## src/rtl/ilock_rmw_pkg.sv

```systemverilog
package ilock_rmw_pkg;

    typedef enum logic [1:0] {
        CAUSE_NONE   = 2'd0,
        CAUSE_PARITY = 2'd1,
        CAUSE_SEQ    = 2'd2,
        CAUSE_MEM    = 2'd3
    } err_cause_e;

    typedef enum logic {
        CMD_LOCK_RD   = 1'b0,
        CMD_UNLOCK_WR = 1'b1
    } mem_cmd_e;

    typedef enum logic {
        KIND_IREAD  = 1'b0,
        KIND_MWRITE = 1'b1
    } req_kind_e;

    typedef enum logic [2:0] {
        ST_IDLE    = 3'd0,
        ST_DROP    = 3'd1,
        ST_RD_ARB  = 3'd2,
        ST_RD_WAIT = 3'd3,
        ST_WR_ARB  = 3'd4,
        ST_WR_WAIT = 3'd5,
        ST_RESP    = 3'd6
    } rmw_state_e;

endpackage

```

## src/rtl/ilock_rmw_linkcheck.sv

```systemverilog
module ilock_rmw_linkcheck #(
    parameter int DATA_W = 64,
    parameter int SEQ_W  = 3,
    localparam int BYTES = DATA_W / 8
) (
    input  logic              clk,
    input  logic              rst_n,
    input  logic              accept,
    input  logic [DATA_W-1:0] data,
    input  logic [BYTES-1:0]  par,
    input  logic [SEQ_W-1:0]  seq,
    output logic              par_err,
    output logic              seq_err
);

    logic [SEQ_W-1:0] exp_d, exp_q;
    logic [BYTES-1:0] lane_bad;

    // even parity: byte bits plus parity bit hold an even number of ones
    for (genvar g = 0; g < BYTES; g++) begin : g_lane
        assign lane_bad[g] = (^data[g*8 +: 8]) ^ par[g];
    end

    assign par_err = |lane_bad;
    assign seq_err = (seq != exp_q);

    always_comb begin
        exp_d = exp_q;
        if (accept) begin
            exp_d = exp_q + 1'b1;
        end
    end

    always_ff @(posedge clk) begin
        if (!rst_n) begin
            exp_q <= '0;
        end else begin
            exp_q <= exp_d;
        end
    end

endmodule

```

## src/rtl/ilock_rmw_merge.sv

```systemverilog
module ilock_rmw_merge
    import ilock_rmw_pkg::*;
#(
    parameter int DATA_W = 64,
    localparam int BYTES = DATA_W / 8
) (
    input  logic              kind,
    input  logic [DATA_W-1:0] rd_data,
    input  logic [DATA_W-1:0] new_data,
    input  logic [BYTES-1:0]  mask,
    output logic [DATA_W-1:0] wb_data
);

    logic [DATA_W-1:0] lane;
    logic              is_mwrite;

    assign is_mwrite = (kind == KIND_MWRITE);

    for (genvar g = 0; g < BYTES; g++) begin : g_lane
        assign lane[g*8 +: 8] = (is_mwrite && mask[g]) ? new_data[g*8 +: 8]
                                                       : rd_data[g*8 +: 8];
    end

    // interlocked read sets the lock flag in the written copy only
    assign wb_data = {lane[DATA_W-1:1], lane[0] | !is_mwrite};

endmodule

```

## src/rtl/ilock_rmw_arb_sel.sv

```systemverilog
module ilock_rmw_arb_sel #(
    parameter int NODE_W    = 4,
    parameter int HIGH_NODE = 8,
    localparam int N_LINES  = 1 << NODE_W
) (
    input  logic [NODE_W-1:0]  node_id,
    input  logic               active,
    input  logic               writeback,
    output logic [N_LINES-1:0] arb_req,
    output logic               arb_high
);

    logic use_high;

    assign use_high = writeback && (node_id == NODE_W'(HIGH_NODE));
    assign arb_high = active && use_high;

    for (genvar g = 0; g < N_LINES; g++) begin : g_line
        assign arb_req[g] = active && !use_high && (node_id == NODE_W'(g));
    end

endmodule

```

## src/rtl/ilock_rmw_engine.sv

```systemverilog
module ilock_rmw_engine
    import ilock_rmw_pkg::*;
#(
    parameter int ADDR_W    = 40,
    parameter int DATA_W    = 64,
    parameter int TAG_W     = 4,
    parameter int LEN_W     = 2,
    parameter int SEQ_W     = 3,
    parameter int NODE_W    = 4,
    parameter int HIGH_NODE = 8,
    localparam int BYTES    = DATA_W / 8,
    localparam int N_LINES  = 1 << NODE_W
) (
    input  logic               clk,
    input  logic               rst_n,
    input  logic [NODE_W-1:0]  node_id,
    input  logic               req_valid,
    output logic               req_ready,
    input  logic               req_kind,
    input  logic [ADDR_W-1:0]  req_addr,
    input  logic [TAG_W-1:0]   req_tag,
    input  logic [LEN_W-1:0]   req_len,
    input  logic [DATA_W-1:0]  req_data,
    input  logic [BYTES-1:0]   req_mask,
    input  logic [BYTES-1:0]   req_par,
    input  logic [SEQ_W-1:0]   req_seq,
    output logic               mem_cmd_valid,
    output logic               mem_cmd,
    output logic [ADDR_W-1:0]  mem_addr,
    output logic [DATA_W-1:0]  mem_wdata,
    output logic [N_LINES-1:0] mem_arb_req,
    output logic               mem_arb_high,
    input  logic               mem_gnt,
    input  logic               mem_rvalid,
    input  logic [DATA_W-1:0]  mem_rdata,
    input  logic               mem_rerr,
    input  logic               mem_wack,
    input  logic               mem_werr,
    output logic               rsp_valid,
    input  logic               rsp_ready,
    output logic [TAG_W-1:0]   rsp_tag,
    output logic [LEN_W-1:0]   rsp_len,
    output logic               rsp_err,
    output logic [DATA_W-1:0]  rsp_data,
    output logic               err_irq,
    output logic [1:0]         err_cause,
    output logic [TAG_W-1:0]   err_tag,
    input  logic               err_clr
);

    localparam logic [ADDR_W-1:0] QW_MASK = ~ADDR_W'(7);

    typedef struct packed {
        rmw_state_e         st;
        logic               kind;
        logic [ADDR_W-1:0]  addr;
        logic [TAG_W-1:0]   tag;
        logic [LEN_W-1:0]   len;
        logic [DATA_W-1:0]  ndata;
        logic [BYTES-1:0]   mask;
        logic [DATA_W-1:0]  rdata;
        logic               fail;
        logic               log_v;
        logic [1:0]         log_cause;
        logic [TAG_W-1:0]   log_tag;
    } eng_s;

    eng_s q, d;

    logic             accept;
    logic             par_err;
    logic             seq_err;
    logic             new_err;
    logic [1:0]       new_cause;
    logic [TAG_W-1:0] new_tag;

    assign accept = req_valid && (q.st == ST_IDLE);

    ilock_rmw_linkcheck #(
        .DATA_W (DATA_W),
        .SEQ_W  (SEQ_W)
    ) u_link (
        .clk     (clk),
        .rst_n   (rst_n),
        .accept  (accept),
        .data    (req_data),
        .par     (req_par),
        .seq     (req_seq),
        .par_err (par_err),
        .seq_err (seq_err)
    );

    ilock_rmw_merge #(
        .DATA_W (DATA_W)
    ) u_merge (
        .kind     (q.kind),
        .rd_data  (q.rdata),
        .new_data (q.ndata),
        .mask     (q.mask),
        .wb_data  (mem_wdata)
    );

    ilock_rmw_arb_sel #(
        .NODE_W    (NODE_W),
        .HIGH_NODE (HIGH_NODE)
    ) u_arb (
        .node_id   (node_id),
        .active    (mem_cmd_valid),
        .writeback (q.st == ST_WR_ARB),
        .arb_req   (mem_arb_req),
        .arb_high  (mem_arb_high)
    );

    always_comb begin
        d         = q;
        new_err   = 1'b0;
        new_cause = CAUSE_NONE;
        new_tag   = q.tag;

        unique case (q.st)
            ST_IDLE: begin
                if (accept) begin
                    d.kind  = req_kind;
                    d.addr  = req_addr;
                    d.tag   = req_tag;
                    d.len   = req_len;
                    d.ndata = req_data;
                    d.mask  = req_mask;
                    d.rdata = '0;
                    d.fail  = 1'b0;
                    if (par_err || seq_err) begin
                        new_err   = 1'b1;
                        new_cause = par_err ? CAUSE_PARITY : CAUSE_SEQ;
                        new_tag   = req_tag;
                        d.st      = ST_DROP;
                    end else begin
                        d.st = ST_RD_ARB;
                    end
                end
            end
            ST_DROP: begin
                d.st = ST_IDLE;
            end
            ST_RD_ARB: begin
                if (mem_gnt) begin
                    d.st = ST_RD_WAIT;
                end
            end
            ST_RD_WAIT: begin
                if (mem_rvalid) begin
                    d.rdata = mem_rdata;
                    if (mem_rerr) begin
                        d.fail    = 1'b1;
                        new_err   = 1'b1;
                        new_cause = CAUSE_MEM;
                        d.st      = ST_RESP;
                    end else begin
                        d.st = ST_WR_ARB;
                    end
                end
            end
            ST_WR_ARB: begin
                if (mem_gnt) begin
                    d.st = ST_WR_WAIT;
                end
            end
            ST_WR_WAIT: begin
                if (mem_wack) begin
                    if (mem_werr) begin
                        d.fail    = 1'b1;
                        new_err   = 1'b1;
                        new_cause = CAUSE_MEM;
                    end
                    d.st = ST_RESP;
                end
            end
            ST_RESP: begin
                if (rsp_ready) begin
                    d.st = ST_IDLE;
                end
            end
            default: begin
                d.st = ST_IDLE;
            end
        endcase

        if (err_clr) begin
            d.log_v = 1'b0;
        end
        if (new_err && (!q.log_v || err_clr)) begin
            d.log_v     = 1'b1;
            d.log_cause = new_cause;
            d.log_tag   = new_tag;
        end
    end

    always_ff @(posedge clk) begin
        if (!rst_n) begin
            q <= '0;
        end else begin
            q <= d;
        end
    end

    assign req_ready     = (q.st == ST_IDLE);
    assign mem_cmd_valid = (q.st == ST_RD_ARB) || (q.st == ST_WR_ARB);
    assign mem_cmd       = (q.st == ST_WR_ARB) ? CMD_UNLOCK_WR : CMD_LOCK_RD;
    assign mem_addr      = q.addr & QW_MASK;

    assign rsp_valid = (q.st == ST_RESP);
    assign rsp_tag   = q.tag;
    assign rsp_len   = q.len;
    assign rsp_err   = q.fail;
    assign rsp_data  = q.fail ? '0 : q.rdata;

    assign err_irq   = q.log_v;
    assign err_cause = q.log_cause;
    assign err_tag   = q.log_tag;

endmodule

```

## config.mk

```make
export PLATFORM = sky130hd
export DESIGN_NAME = ilock_rmw_engine
export DESIGN_NICKNAME = d
export VERILOG_FILES = /design/src/rtl/ilock_rmw_pkg.sv /design/src/rtl/ilock_rmw_linkcheck.sv /design/src/rtl/ilock_rmw_merge.sv /design/src/rtl/ilock_rmw_arb_sel.sv /design/src/rtl/ilock_rmw_engine.sv
export SDC_FILE = /design/constraint.sdc
export NUM_CORES = 1
export LEC_CHECK = 0
export BUFFER_PORTS_ARGS = -buffer_cell sky130_fd_sc_hd__buf_2
export CORE_AREA = 2 2 161 163
export DETAILED_ROUTE_END_ITERATION = 8
export DIE_AREA = 0 0 163 165
export PLACE_DENSITY = 0.67
export SLEW_MARGIN = 20
export SYNTH_ARGS = -nofsm -noshare
export SYNTH_HDL_FRONTEND = slang
export SYNTH_SLANG_ARGS = --single-unit
```

## constraint.sdc

```tcl
create_clock -name clk -period 1.8 [get_ports clk]
set_input_delay 0.36 -clock clk [delete_from_list [all_inputs] [get_ports clk]]
set_output_delay 0.36 -clock clk [all_outputs]
set_load 0.01 [all_outputs]
```

Word level (Yosys, flattened, before mapping)
Cells that the tools add are included.
- word-level logic and storage cells: 150
- register bits: 197
- mux-type cells: 45
- reductions and logical operators: 53
- bitwise logic cells: 9
- add/sub/neg operators: 1
- equality and inequality tests: 29
- operators with widths (kind ; number):
    187-bit two-way mux ; 1
    64-bit case mux with 2 select lines ; 1
    65-bit two-way mux ; 1
    64-bit two-way mux ; 1
    8-bit two-way mux ; 8
    8-bit XOR reduction ; 8
    4-bit equality test, second input constant ; 8
    1-bit logical AND ; 29
    2-bit two-way mux ; 9
    3-bit case mux with 6 select lines ; 1
    4-bit by 3-bit equality test with 1-bit output, second input constant ; 4
    3-bit two-way mux ; 5
    4-bit two-way mux ; 3
    2-bit inequality test, second input constant ; 6
    6-bit AND reduction ; 2
    1-bit two-way mux ; 11
    3-bit equality test, second input constant ; 3
    4-bit by 2-bit equality test with 1-bit output, second input constant ; 2
    8-bit OR reduction ; 1
    1-bit XOR ; 8
    7-bit two-way mux ; 1
    3-bit by 2-bit equality test with 1-bit output, second input constant ; 2
    1-bit case mux with 3 select lines ; 2
    2-bit case mux with 3 select lines ; 1
    other kinds (13) ; 19

Logic depth before layout (Yosys ltp)
Gate-level depths: netlist of the first run.
- depth in word-level cells: 9
- mapped depth: 8

Hierarchy
Synthesis of the first run repeated with hierarchy kept, for this count alone.
- cell total of the unflattened synthesis: 1091
- area, all modules: 9706.8 um2
- modules (own cells, without submodules) (module ; area an instance (um2) ; times used ; seq. area each (um2) ; cells an instance):
    ilock_rmw_engine ; 8000.2 ; 1 ; 3823.7 ; 917
    ilock_rmw_linkcheck ; 788.3 ; 1 ; 60.1 ; 76
    ilock_rmw_merge ; 784.5 ; 1 ; 0.0 ; 74
    ilock_rmw_arb_sel ; 133.9 ; 1 ; 0.0 ; 24

Least setup slack after synthesis of the first run
OpenSTA, ideal clock, no wires.
- path type: reg2out
- from: register q[193] (netlist name)
- to: output mem_arb_high
- data arrival time: 1.486 ns
- slack: -0.046 ns
- stages on the path, launching flop included: 5
- path through: dfxtp_1 > buf_2 > buf_2 > nor3b_1 > nor4b_1
- word-level cells in the longest chain between the ends: 3
- elaborated cells on any way between the ends: 5
- those cells by class: eq/ne (2); reduce/logical (3)
- ends and longest elaborated chain (what ; line ; RTL):
    from (decl) ; ilock_rmw_engine.sv:68 ; eng_s q, d;
    from (signal assigned) ; ilock_rmw_engine.sv:199 ; q <= '0;
    from (signal assigned) ; ilock_rmw_engine.sv:201 ; q <= d;
    3-bit by 2-bit equality test with 1-bit output / 3-bit equality test (equally long branches) ; ilock_rmw_engine.sv:206, ilock_rmw_engine.sv:109 ;
    1-bit logical OR / 1-bit logical AND (equally long branches) ; ilock_rmw_engine.sv:206, ilock_rmw_arb_sel.sv:15 ;
    1-bit logical AND * ; ilock_rmw_arb_sel.sv:16 ; assign arb_high = active && use_high;
    to (decl) ; ilock_rmw_engine.sv:32 ; output logic mem_arb_high,
Mark *: on every way between the ends. The rest lies on a longest branch, timed or not.

Worst setup path in the final report of the first run
- from: register q[191] (netlist name)
- to: output mem_arb_req[2]
- word-level cells in the longest chain between the ends: 5
- elaborated cells on any way between the ends: 7
- those cells by class: eq/ne (2); reduce/logical (5)
- ends and longest elaborated chain (what ; line ; RTL):
    3-bit equality test ; ilock_rmw_engine.sv:109, ilock_rmw_engine.sv:206 ;
    1-bit logical AND ; ilock_rmw_arb_sel.sv:15 ; assign use_high = writeback && (node_id == NODE_W'(HIGH_NODE));
    1-bit zero test ; ilock_rmw_arb_sel.sv:19 ; assign arb_req[g] = active && !use_high && (node_id == NODE_W'(g));
    1-bit logical AND * (2 in a row) ; ilock_rmw_arb_sel.sv:19 ;
    to (decl) ; ilock_rmw_engine.sv:31 ; output logic [N_LINES-1:0] mem_arb_req,
Marked as above.

==> impl_metrics.toml, run 1 <==
[run_status]
outcome = "finished, violations left"
violations = "setup timing"

[synthesis]
ys_types = 55
synth_seq_area_share_pct = 40.3
avgSynthCellArea_um2 = 8.05
synth.area.top_cells = "dfxtp_1 (40%), nand2_1 (12%), a21oi_1 (9.7%), mux2_2 (7.4%), nor2b_1 (4.2%)"
yosysWarnings = 0
async_flop_share_pct = 0
ys.flop_type = "dfxtp_1"
ys_ff_latch = 194
syn_inst = 1197
yosys.area.top_type = "dfxtp_1"
yosysMostFrequentCell = "nand2_1"
synth_common_cells = "nand2_1 (316), dfxtp_1 (194), a21oi_1 (186)"
synth_area_mm2 = 0.00964
synth_top_area_share_pct = 40.3
synth_enable_flop_cells = 0

[sta]
hold_viol_final = 0
slew_violations = 0
setup_ws_ns = -0.245
min_period_ns = 2.04
tightest_slew_ns = 0.525
setup-tns-final_ns = -10.61
finalSetupViolCount = 158
fmax_mhz = 489
rsz0062_at_grt = "yes"
fin_skew_ns = 0.0156
timing.slew.headroom_pct = 65.0
timing.final.crit_share_pct = 114

[layout]
seq_area_mm2 = 0.00390
fill_cells = 2251
post-route-util_pct = 57.1
area_growth_pct = 48.2
multi_input_area_mm2 = 0.00574
fin_cells = 1925
layout-drive-gt1-share_pct = 44.0
nets = 1791

[power]
power_mw = 13.9
p_leak_nw = 6.47
ir_drop_mv = 0.534
p_comb_share_pct = 35.8
internal_power_mw = 9.03
p_sw_share_pct = 35.0
power_density_mw_per_mm2 = 973
switching_power_mw = 4.87
pwr-share-clk_pct = 27.9
p_seq_share_pct = 36.3

[setup_path]
worst_ep_arrival_time_ns = 1.68
path_class = "reg2out"
start_kind = "flip-flop"
critical_path_peak_fanout = 5
cp.required_ns = 1.44
end_kind = "output pin"

[floorplanning]
start_util_pct = 38.5
num_rows = 58
core-area_mm2 = 0.0250
die_h_um = 165
num_io_pins = 411
dieArea_mm2 = 0.0269
die_width_um = 163

[place]
dpl.hpwl_mm = 22.8
io_buffers = 404
place.gp.congestion = 0.849
post-place-ws_ns = -0.453
dp_cells = 1865

[grt]
track_usage_pct = 23.3
grt_pass1_wl_mm = 49.3
grt_pass1_vias = 9306
grt_max_degree = 52
grt.overflow.total = 0
antenna_found_initial = 0

[detailed_routing]
vias_per_cell = 5.10
vias = 9820
ant_nets = 0
dr.pass1.iters = 5
drc = 0
wirelength_mm = 34.4
drt_iter0_drc = 744
drt-wirelength-per-cell_um = 17.9

[cts]
cts_root_buf = "clkbuf_16"
clk_pin_slew_ns = 0.08
cts_buffer_depth = 2
clock-sinks = 194
cts_tree = "yes"
cts_hold_buf = 0
numCtsBuffers = 17
cts-htree-levels = 4
clock_latency_ns = 0.44

[hold_path]
hold_class = "in2reg"

[flow_run]
drv_cap = 0
per-stage QoR:
stage                     hold WS [ns]  cell area (um2)
after floorplan                  0.434             9660
after global placement           0.439            12100
after detailed placement         0.444            12100
after CTS                        0.136            13700
final                            0.149            14300
after global routing             0.145            14300
power by group through the flow:
stage | Clock [mW] | Combinational [mW] | Sequential [mW]
6_report | 3.88 | 4.98 | 5.04
5_1_grt | 4.13 | 5.31 | 5.10
4_1_cts | 3.94 | 4.32 | 5.02
3_5_place_dp | 0 | 3.81 | 5.08
3_3_place_gp | 0 | 3.78 | 5.06
2_1_floorplan | 0 | 2.47 | 5.00
cell families (layout without fill, tap and decap cells):
family	count (synthesis)	after routing	synth area share [%]
flip-flops	194	194	40.3
other	1	4	0.0389
XOR/XNOR	62	62	7.35
multiplexers	65	65	7.57
buffers and inverters	137	532	7.98
adder cells (fa/ha/maj)	1	1	0.130
AND/OR/NAND/NOR	523	523	24.9
AO/OA/AOI/OAI	214	214	11.7
critical path: stages (launching register included):
cell and delay (ns):
dfxtp_4 0.35, buf_4 0.16, nor2_4 0.11, buf_6 0.11, nand3b_1 0.15, nor3_1 0.20, buf_2 0.17
area by class of cell:
class                           instances  area share [%]
Multi-Input combinational cell        868            40.2
Sequential cell                       194            27.3
Timing Repair Buffer                  499            25.4
Clock buffer                           18            3.07
Tap cell                              330            2.89
Clock inverter                         13            1.02
Inverter                                2           0.114
Antenna cell                            1          0.0175
per-layer routing:
metal / up-vias / track usage (%) / routed length (um)
met5: - / 0 / 0
met1: 4646 / 28.3 / 13900
met2: 422 / 40.1 / 17100
li1: 4692 / - / -
met4: 0 / 8.21 / 801
met3: 60 / 5.63 / 2560
worst paths after layout:
check,endpoint,from,cells after the start,slack (ns)
setup / recovery,mem_arb_req[2],q[191]$_SDFFE_PN0P_,6,-0.24
hold / removal,mem_addr[26]$_SDFFE_PN0P_,req_addr[26],3,0.15
setup reg to reg,q[191]$_SDFFE_PN0P_,q[192]$_SDFFE_PN0P_,8,-0.12
hold reg to reg,rsp_len[1]$_SDFFE_PN0P_,rsp_len[1]$_SDFFE_PN0P_,2,0.45
timing repair:
item                                    CTS  global route
buffers inserted                         13            14
endpoints found under the setup margin  121           144
resized for setup                       204            89
pin swaps                                17            27
cloned                                    2             7
state kept, by name, indices dropped and copies added, names as in the netlist:
| register | count |
|---|---|
| err_cause | 2 |
| u_link.exp_q | 3 |
| err_tag | 4 |
| rsp_len | 2 |
| mem_addr | 37 |
| rsp_err | 1 |
| err_irq | 1 |
| rsp_tag | 4 |
| q | 140 |
placed cells by master, fill, tap and decap left out, types with 4 or more instances in the layout:
cell type	n
a21oi_1	171
nor3_2	11
nand2_8	8
nand2_1	293
xnor2_4	4
o21ai_2	4
xnor3_1	4
nor4_2	5
nor3_1	8
a211oi_1	4
buf_2	340
dfxtp_4	4
buf_6	75
xnor3_2	4
nand2_2	12
clkbuf_16	23
nor2_2	5
nand3_1	65
clkinv_4	6
xnor2_2	4
mux2_4	63
a21oi_2	16
buf_4	49
nand2_4	4
nor2_1	21
dfxtp_1	188
xnor2_1	28
buf_8	4
o21ai_1	6
nor2b_1	65
xor2_1	18
buf_12	25
Power figures use the tool's default switching activity.
==> inputs of run 2 (changes only) <==
--- a/config.mk
+++ b/config.mk
@@ -5,11 +5,12 @@
 export SDC_FILE = /design/constraint.sdc
 export NUM_CORES = 1
 export LEC_CHECK = 0
+export ABC_AREA = 1
 export BUFFER_PORTS_ARGS = -buffer_cell sky130_fd_sc_hd__buf_2
-export CORE_AREA = 2 2 161 163
+export CORE_AREA = 2 2 158 160
 export DETAILED_ROUTE_END_ITERATION = 8
-export DIE_AREA = 0 0 163 165
-export PLACE_DENSITY = 0.67
+export DIE_AREA = 0 0 160 162
+export PLACE_DENSITY = 0.7
 export SLEW_MARGIN = 20
 export SYNTH_ARGS = -nofsm -noshare
 export SYNTH_HDL_FRONTEND = slang
==> run 2 against run 1 <==
The run still ends with setup timing left. Sequential share of layout area up 0.091 points. Power increased by 23%. Synthesized cell count increased by 25%. Via count is 11% higher. Area after synthesis increased by 2.1%. Final cell count up 15%. First-iteration DRC count is 21% lower. Sequential cell count unchanged. Routed wire length is 0.42% higher.
==> impl_metrics.toml, run 2 <==
[run_status]
outcome = "finished, violations left"
violations = "setup timing"

[layout]
top_register = "q"
nets = 2082
layout-drive-gt1-share_pct = 38.4
largest_reg_flops = 140
area_growth_pct = 44.4
fin_cells = 2214
layout_common_cells = "buf_2 (389), nand2_1 (309), inv_1 (198)"
layout_commonest_cell = "buf_2"
multi_input_area_mm2 = 0.00535
fill_cells = 2273
seq_area_mm2 = 0.00389
post-route-util_pct = 59.0

[detailed_routing]
drc = 0
ant_nets = 0
vias = 10900
vias_per_cell = 4.94
dr.pass1.iters = 5
drt_iter0_drc = 590
wirelength_mm = 34.5
drt-wirelength-per-cell_um = 15.6

[sta]
slew_violations = 0
rsz0062_at_grt = "yes"
fmax_mhz = 424
whs_ns = 0.166
fin_skew_ns = 0.00999
min_period_ns = 2.36
hold_viol_final = 0
setup_ws_ns = -0.559
finalSetupViolCount = 58
timing.final.crit_share_pct = 131

[setup_path]
cp.buffers_inverters = 5
slowest_stage = "dfxtp_2"
start_kind = "flip-flop"
crit_family = "simple AND/OR/NAND/NOR gates"
critPathMostFrequentCell = "inv_2"
rr_endpoint = "err_cause[1]$_SDFFE_PN0P_"
path_class = "reg2out"
slowest_delay_ns = 0.35
r2r_start = "q[193]$_SDFFE_PN0P_"
end_kind = "output pin"
cp_cell_sequence = "inv_2 -> nor2_2 -> inv_2 -> nor2_4 -> inv_2 -> nand2_2 -> inv_2 -> a31oi_4 -> nand3_4 -> nor2_2 -> buf_2"
worst_ep_arrival_time_ns = 2.00
critical_path_peak_fanout = 4
reg2reg_slack_ns = 0.06
reg2reg_depth = 10
cp.required_ns = 1.44

[grt]
grt.overflow.total = 0
grt_pass1_wl_mm = 51.0
grt_pass1_vias = 9937
track_usage_pct = 24.5
antenna_found_initial = 5
grt_max_degree = 86

[hold_path]
hold_class = "in2reg"
holdPathEnd = "mem_addr[13]$_SDFFE_PN0P_"
whs_path_depth = 3
hold_path.startpoint = "req_addr[13]"

[cts]
cts_root_buf = "clkbuf_16"
cts-htree-levels = 4
clock_latency_ns = 0.44
clk_pin_slew_ns = 0.08
numCtsBuffers = 17
cts_tree = "yes"
cts_buffer_depth = 2
cts_hold_buf = 0
clock-sinks = 194

[flow_run]
drv_cap = 0

[floorplanning]
start_util_pct = 40.8
dieArea_mm2 = 0.0259
die_width_um = 160
num_io_pins = 411
die_h_um = 162
core-area_mm2 = 0.0241
num_rows = 57

[synthesis]
synth_seq_area_share_pct = 39.4
async_flop_share_pct = 0
yosys.area.top_type = "dfxtp_1"
ys_types = 33
synth_compound_area_share_pct = 19.3
ys.flop_type = "dfxtp_1"
synth_top_family_by_area = "simple AND/OR/NAND/NOR gates"
synth.area.top_cells = "dfxtp_1 (39%), nand2_1 (15%), a21oi_1 (9.5%), inv_1 (7.9%), o21ai_0 (7.0%)"
synth_top_area_share_pct = 39.4
synthMuxAreaShare_pct = 0
synth_area_mm2 = 0.00985
ys_ff_latch = 194
syn_inst = 1495
synth_fa_ha_area_share_pct = 0.127
synth_enable_flop_cells = 0
yosys.area_share.xor_xnor_pct = 2.13
yosysMostFrequentCell = "nand2_1"
avgSynthCellArea_um2 = 6.59
yosysWarnings = 0
synth_common_cells = "nand2_1 (382), inv_1 (206), dfxtp_1 (194)"
synthSimpleGateAreaFrac_pct = 23.3

[place]
io_buffers = 404
dp_cells = 2145
place.gp.congestion = 0.891
dpl.hpwl_mm = 23.5

[power]
p_leak_nw = 6.80
ir_drop_mv = 0.807
power_density_mw_per_mm2 = 1210
power_mw = 17.1
==> run 2: changes by cell type after synthesis, moves of 10 or more <==
cell / previous run / this run
nand3_1: 66 / 56
buf_2: 36 / 14
clkbuf_1: 44 / 60
mux2_2: 63 / 0
nor3_1: 20 / 4
xnor2_1: 32 / 16
nor2b_1: 65 / 0
xor2_1: 18 / 8
o21ai_0: 12 / 137
nor2_1: 26 / 102
a211oi_1: 4 / 31
inv_1: 2 / 206
nand2_1: 316 / 382
==> run 2: area by class of cell <==
type	count	area share, %
repair buffers	490	22.3
multi-input cells	957	37.7
flip-flops and latches	194	27.4
inverters	213	5.69
well taps	324	2.85
clock inverters	13	1.00
diodes	5	0.0880
clock buffers	18	3.02
==> run 2: tightest hold or removal path, delay by kind of cell <==
kind	cells	cell delay, ns
and+or+nand+nor	1	0.05
buffers and inverters	1	0.09
AOI/OAI and AO/OA	1	0.05
==> run 2: repair_timing <==
action | CTS | global route
setup endpoints to repair | 82 | 131
resized for setup | 178 | 177
buffers inserted | 24 | 13
cloned | 6 | 3
pin swaps | 13 | 19
==> run 2: worst max path at each step <==
stage,depth (start not counted),start,to,slack (ns)
6_report,11,q[193]$_SDFFE_PN0P_,mem_arb_req[3],-0.56
3_3_place_gp,17,req_data[50],err_tag[3]$_SDFFE_PN0P_,-0.20
3_5_place_dp,17,req_data[50],err_tag[0]$_SDFFE_PN0P_,-0.25
4_1_cts,11,q[193]$_SDFFE_PN0P_,mem_arb_req[3],-0.54
5_1_grt,11,q[193]$_SDFFE_PN0P_,mem_arb_req[3],-0.68
2_1_floorplan,10,q[193]$_SDFFE_PN0P_,mem_arb_req[0],-0.01
==> run 2: power by group <==
part | leakage, nW | switching, mW | total (mW) | internal, mW
combinational | 4.93 | 4.48 | 7.47 | 2.99
clock | 0.275 | 1.87 | 3.83 | 1.96
sequential | 1.60 | 0.551 | 5.84 | 5.28
==> run 2: per-layer routing <==
layer,vias up,wire length [um],share of wire [%],global-route usage (%)
met4,2,1010,2.9,9.21
met1,4989,14000,41,29.3
met5,-,13,0.038,0
met3,78,2620,7.6,6.15
li1,5425,-,-,-
met2,445,16800,49,42.6
==> run 2: kinds of logic (layout without fill, tap and decap cells) <==
kind of cell / Yosys count / in the layout
AOI/OAI and AO/OA: 361 / 361
xor gates and xnor gates: 24 / 24
adders and majority gates: 1 / 1
buffers and inverters: 349 / 734
DFF: 194 / 194
other: 1 / 8
and+or+nand+nor: 565 / 568
==> run 2: stage by stage <==
| stage | setup slack, ns | TNS [ns] | area, um2 |
|---|---|---|---|
| after floorplan | -0.0140 | -0.0513 | 9940 |
| final | -0.559 | -11.25 | 14200 |
| after global placement | -0.201 | -3.88 | 12200 |
| after CTS | -0.537 | -10.63 | 13500 |
| after detailed placement | -0.250 | -4.47 | 12200 |
| after global routing | -0.685 | -16.79 | 14200 |
==> inputs of run 3 (changes only) <==
--- a/config.mk
+++ b/config.mk
@@ -11,6 +11,7 @@
 export DETAILED_ROUTE_END_ITERATION = 8
 export DIE_AREA = 0 0 160 162
 export PLACE_DENSITY = 0.7
+export REMOVE_ABC_BUFFERS = 1
 export SLEW_MARGIN = 20
 export SYNTH_ARGS = -nofsm -noshare
 export SYNTH_HDL_FRONTEND = slang
==> run 3 against run 2 <==
The run still ends with setup timing left. Die area unchanged. Routed wire length is 4.0% higher. Sequential power about the same. Clock power fell by 1%. Final cell count stayed put. First-iteration DRC count grew 32%. Sequential share of layout area up 0.18 points. Sequential cell count stayed put. Maximum frequency down 0.76%.
==> impl_metrics.toml, run 3 (same netlist as run 2, synthesis figures left out) <==
[cts]
cts_buffer_depth = 2
cts_tree = "yes"
cts_root_buf = "clkbuf_16"
cts_hold_buf = 0
clock-sinks = 194
clock_latency_ns = 0.44
clk_pin_slew_ns = 0.08
cts-htree-levels = 4
numCtsBuffers = 17

[floorplanning]
die_width_um = 160
core-area_mm2 = 0.0241
num_rows = 57
dieArea_mm2 = 0.0259
die_h_um = 162
start_util_pct = 40.8
num_io_pins = 411

[grt]
grt_max_degree = 67
track_usage_pct = 24.3
grt_pass1_vias = 9972
grt_pass1_wl_mm = 50.4
grt.overflow.total = 0
antenna_found_initial = 6

[layout]
nets = 2081
top_register = "q"
largest_reg_flops = 140
layout-drive-gt1-share_pct = 37.8
area_growth_pct = 43.7
fin_cells = 2214
layout_common_cells = "buf_2 (395), nand2_1 (320), inv_1 (197)"
layout_commonest_cell = "buf_2"

[run_status]
outcome = "finished, violations left"
violations = "setup timing"

[detailed_routing]
vias_per_cell = 5.02
m1WireLength_mm = 14.2
drt-wirelength-per-cell_um = 16.2
drc = 0
vias = 11100
routed.top_layer = "met4"
drt_iter0_drc = 777
ant_nets = 0
wirelength_mm = 35.9
route.met3.wl_mm = 2.93
dr.pass1.iters = 5
met2_length_mm = 17.5

[sta]
slew_violations = 0
rsz0062_at_grt = "yes"
timing.final.crit_share_pct = 132
min_period_ns = 2.38
fin_skew_ns = 0.0117
setup-tns-final_ns = -10.03
fmax_mhz = 421
setup_ws_ns = -0.577
whs_ns = 0.160
hold_viol_final = 0
finalSetupViolCount = 61

[setup_path]
start_kind = "flip-flop"
r2r_start = "q[192]$_SDFFE_PN0P_"
worst_ep_arrival_time_ns = 2.02
end_kind = "output pin"
cp.required_ns = 1.44
critical_path_peak_fanout = 4
setup.worst_path.start = "q[192]$_SDFFE_PN0P_"
path_class = "reg2out"

[power]
internal_power_mw = 10.3
power_mw = 17.5
p_comb_share_pct = 44.9
ir_drop_mv = 0.628
p_sw_share_pct = 40.8
switching_power_mw = 7.14
p_seq_share_pct = 33.4
power_density_mw_per_mm2 = 1240
pwr-share-clk_pct = 21.7
p_leak_nw = 6.82

[flow_run]
drv_cap = 0

[hold_path]
hold_class = "in2reg"
hold_path.startpoint = "req_addr[31]"

[place]
dp_cells = 2139
dpl.hpwl_mm = 22.8
io_buffers = 404
place.gp.congestion = 0.869
## run 3: changes by cell type in the layout (fill, tap and decap cells not counted), sizes merged
cell and change:
buf -5, clkbuf +4, clkinv +2, bufinv -1, clkinvlp -1, diode +1
## run 3: power groups by stage
stage          clock [mW]  combinational [mW]  sequential (mW)
5_1_grt              4.04                8.54             5.93
4_1_cts              3.85                6.61             5.73
3_5_place_dp            0                5.96             5.78
6_report             3.79                7.86             5.85
2_1_floorplan           0                2.47             5.47
3_3_place_gp            0                5.88             5.76
## run 3: critical path, cell delays in order, from the launching register on
cell,delay (ns)
dfxtp_4,0.39
inv_4,0.05
nor3_4,0.22
inv_2,0.10
nand2_2,0.10
inv_2,0.06
a31oi_4,0.25
nand3_2,0.15
nor2_1,0.12
buf_2,0.14
## run 3: routing by layer
layer  GRT usage (%)  vias up
li1                -     5417
met1            27.9     5119
met2            44.0      483
met3            6.18       89
met4            8.27        0
met5               0        -
## run 3: layout make-up
class | instances | area (um2)
fill | 2322 | 9950
multi-input combinational | 957 | 5240
sequential | 194 | 3900
timing repair buffer | 489 | 3200
inverter | 213 | 817
clock buffer | 18 | 429
tap | 324 | 405
clock inverter | 13 | 143
antenna | 6 | 15.0
## run 3: stage by stage
step                      worst slack, ns  util, %  instance area, um2
final                              -0.577     58.7               14200
after floorplan                     -4.01        -                9110
after detailed placement           -0.231     50.1               12100
after CTS                          -0.450     54.7               13200
after global placement             -0.226     50.1               12100
after global routing               -0.640     58.7               14200
## run 3: repair_timing
action / in CTS / in global routing
buffers inserted: 14 / 12
cloned: 6 / 8
gates resized for setup: 149 / 187
endpoints found under the setup margin: 84 / 181
pin swaps: 7 / 18
## run 3: final timing paths
| kind | cells after the start | endpoint | slack, ns |
|---|---|---|---|
| worst max-delay path | 9 | mem_arb_req[1] | -0.58 |
| worst min-delay path | 3 | mem_addr[31]$_SDFFE_PN0P_ | 0.16 |
| worst max register to register | 13 | q[191]$_SDFFE_PN0P_ | -0.01 |
| worst min register to register | 2 | q[141]$_SDFFE_PN0P_ | 0.45 |
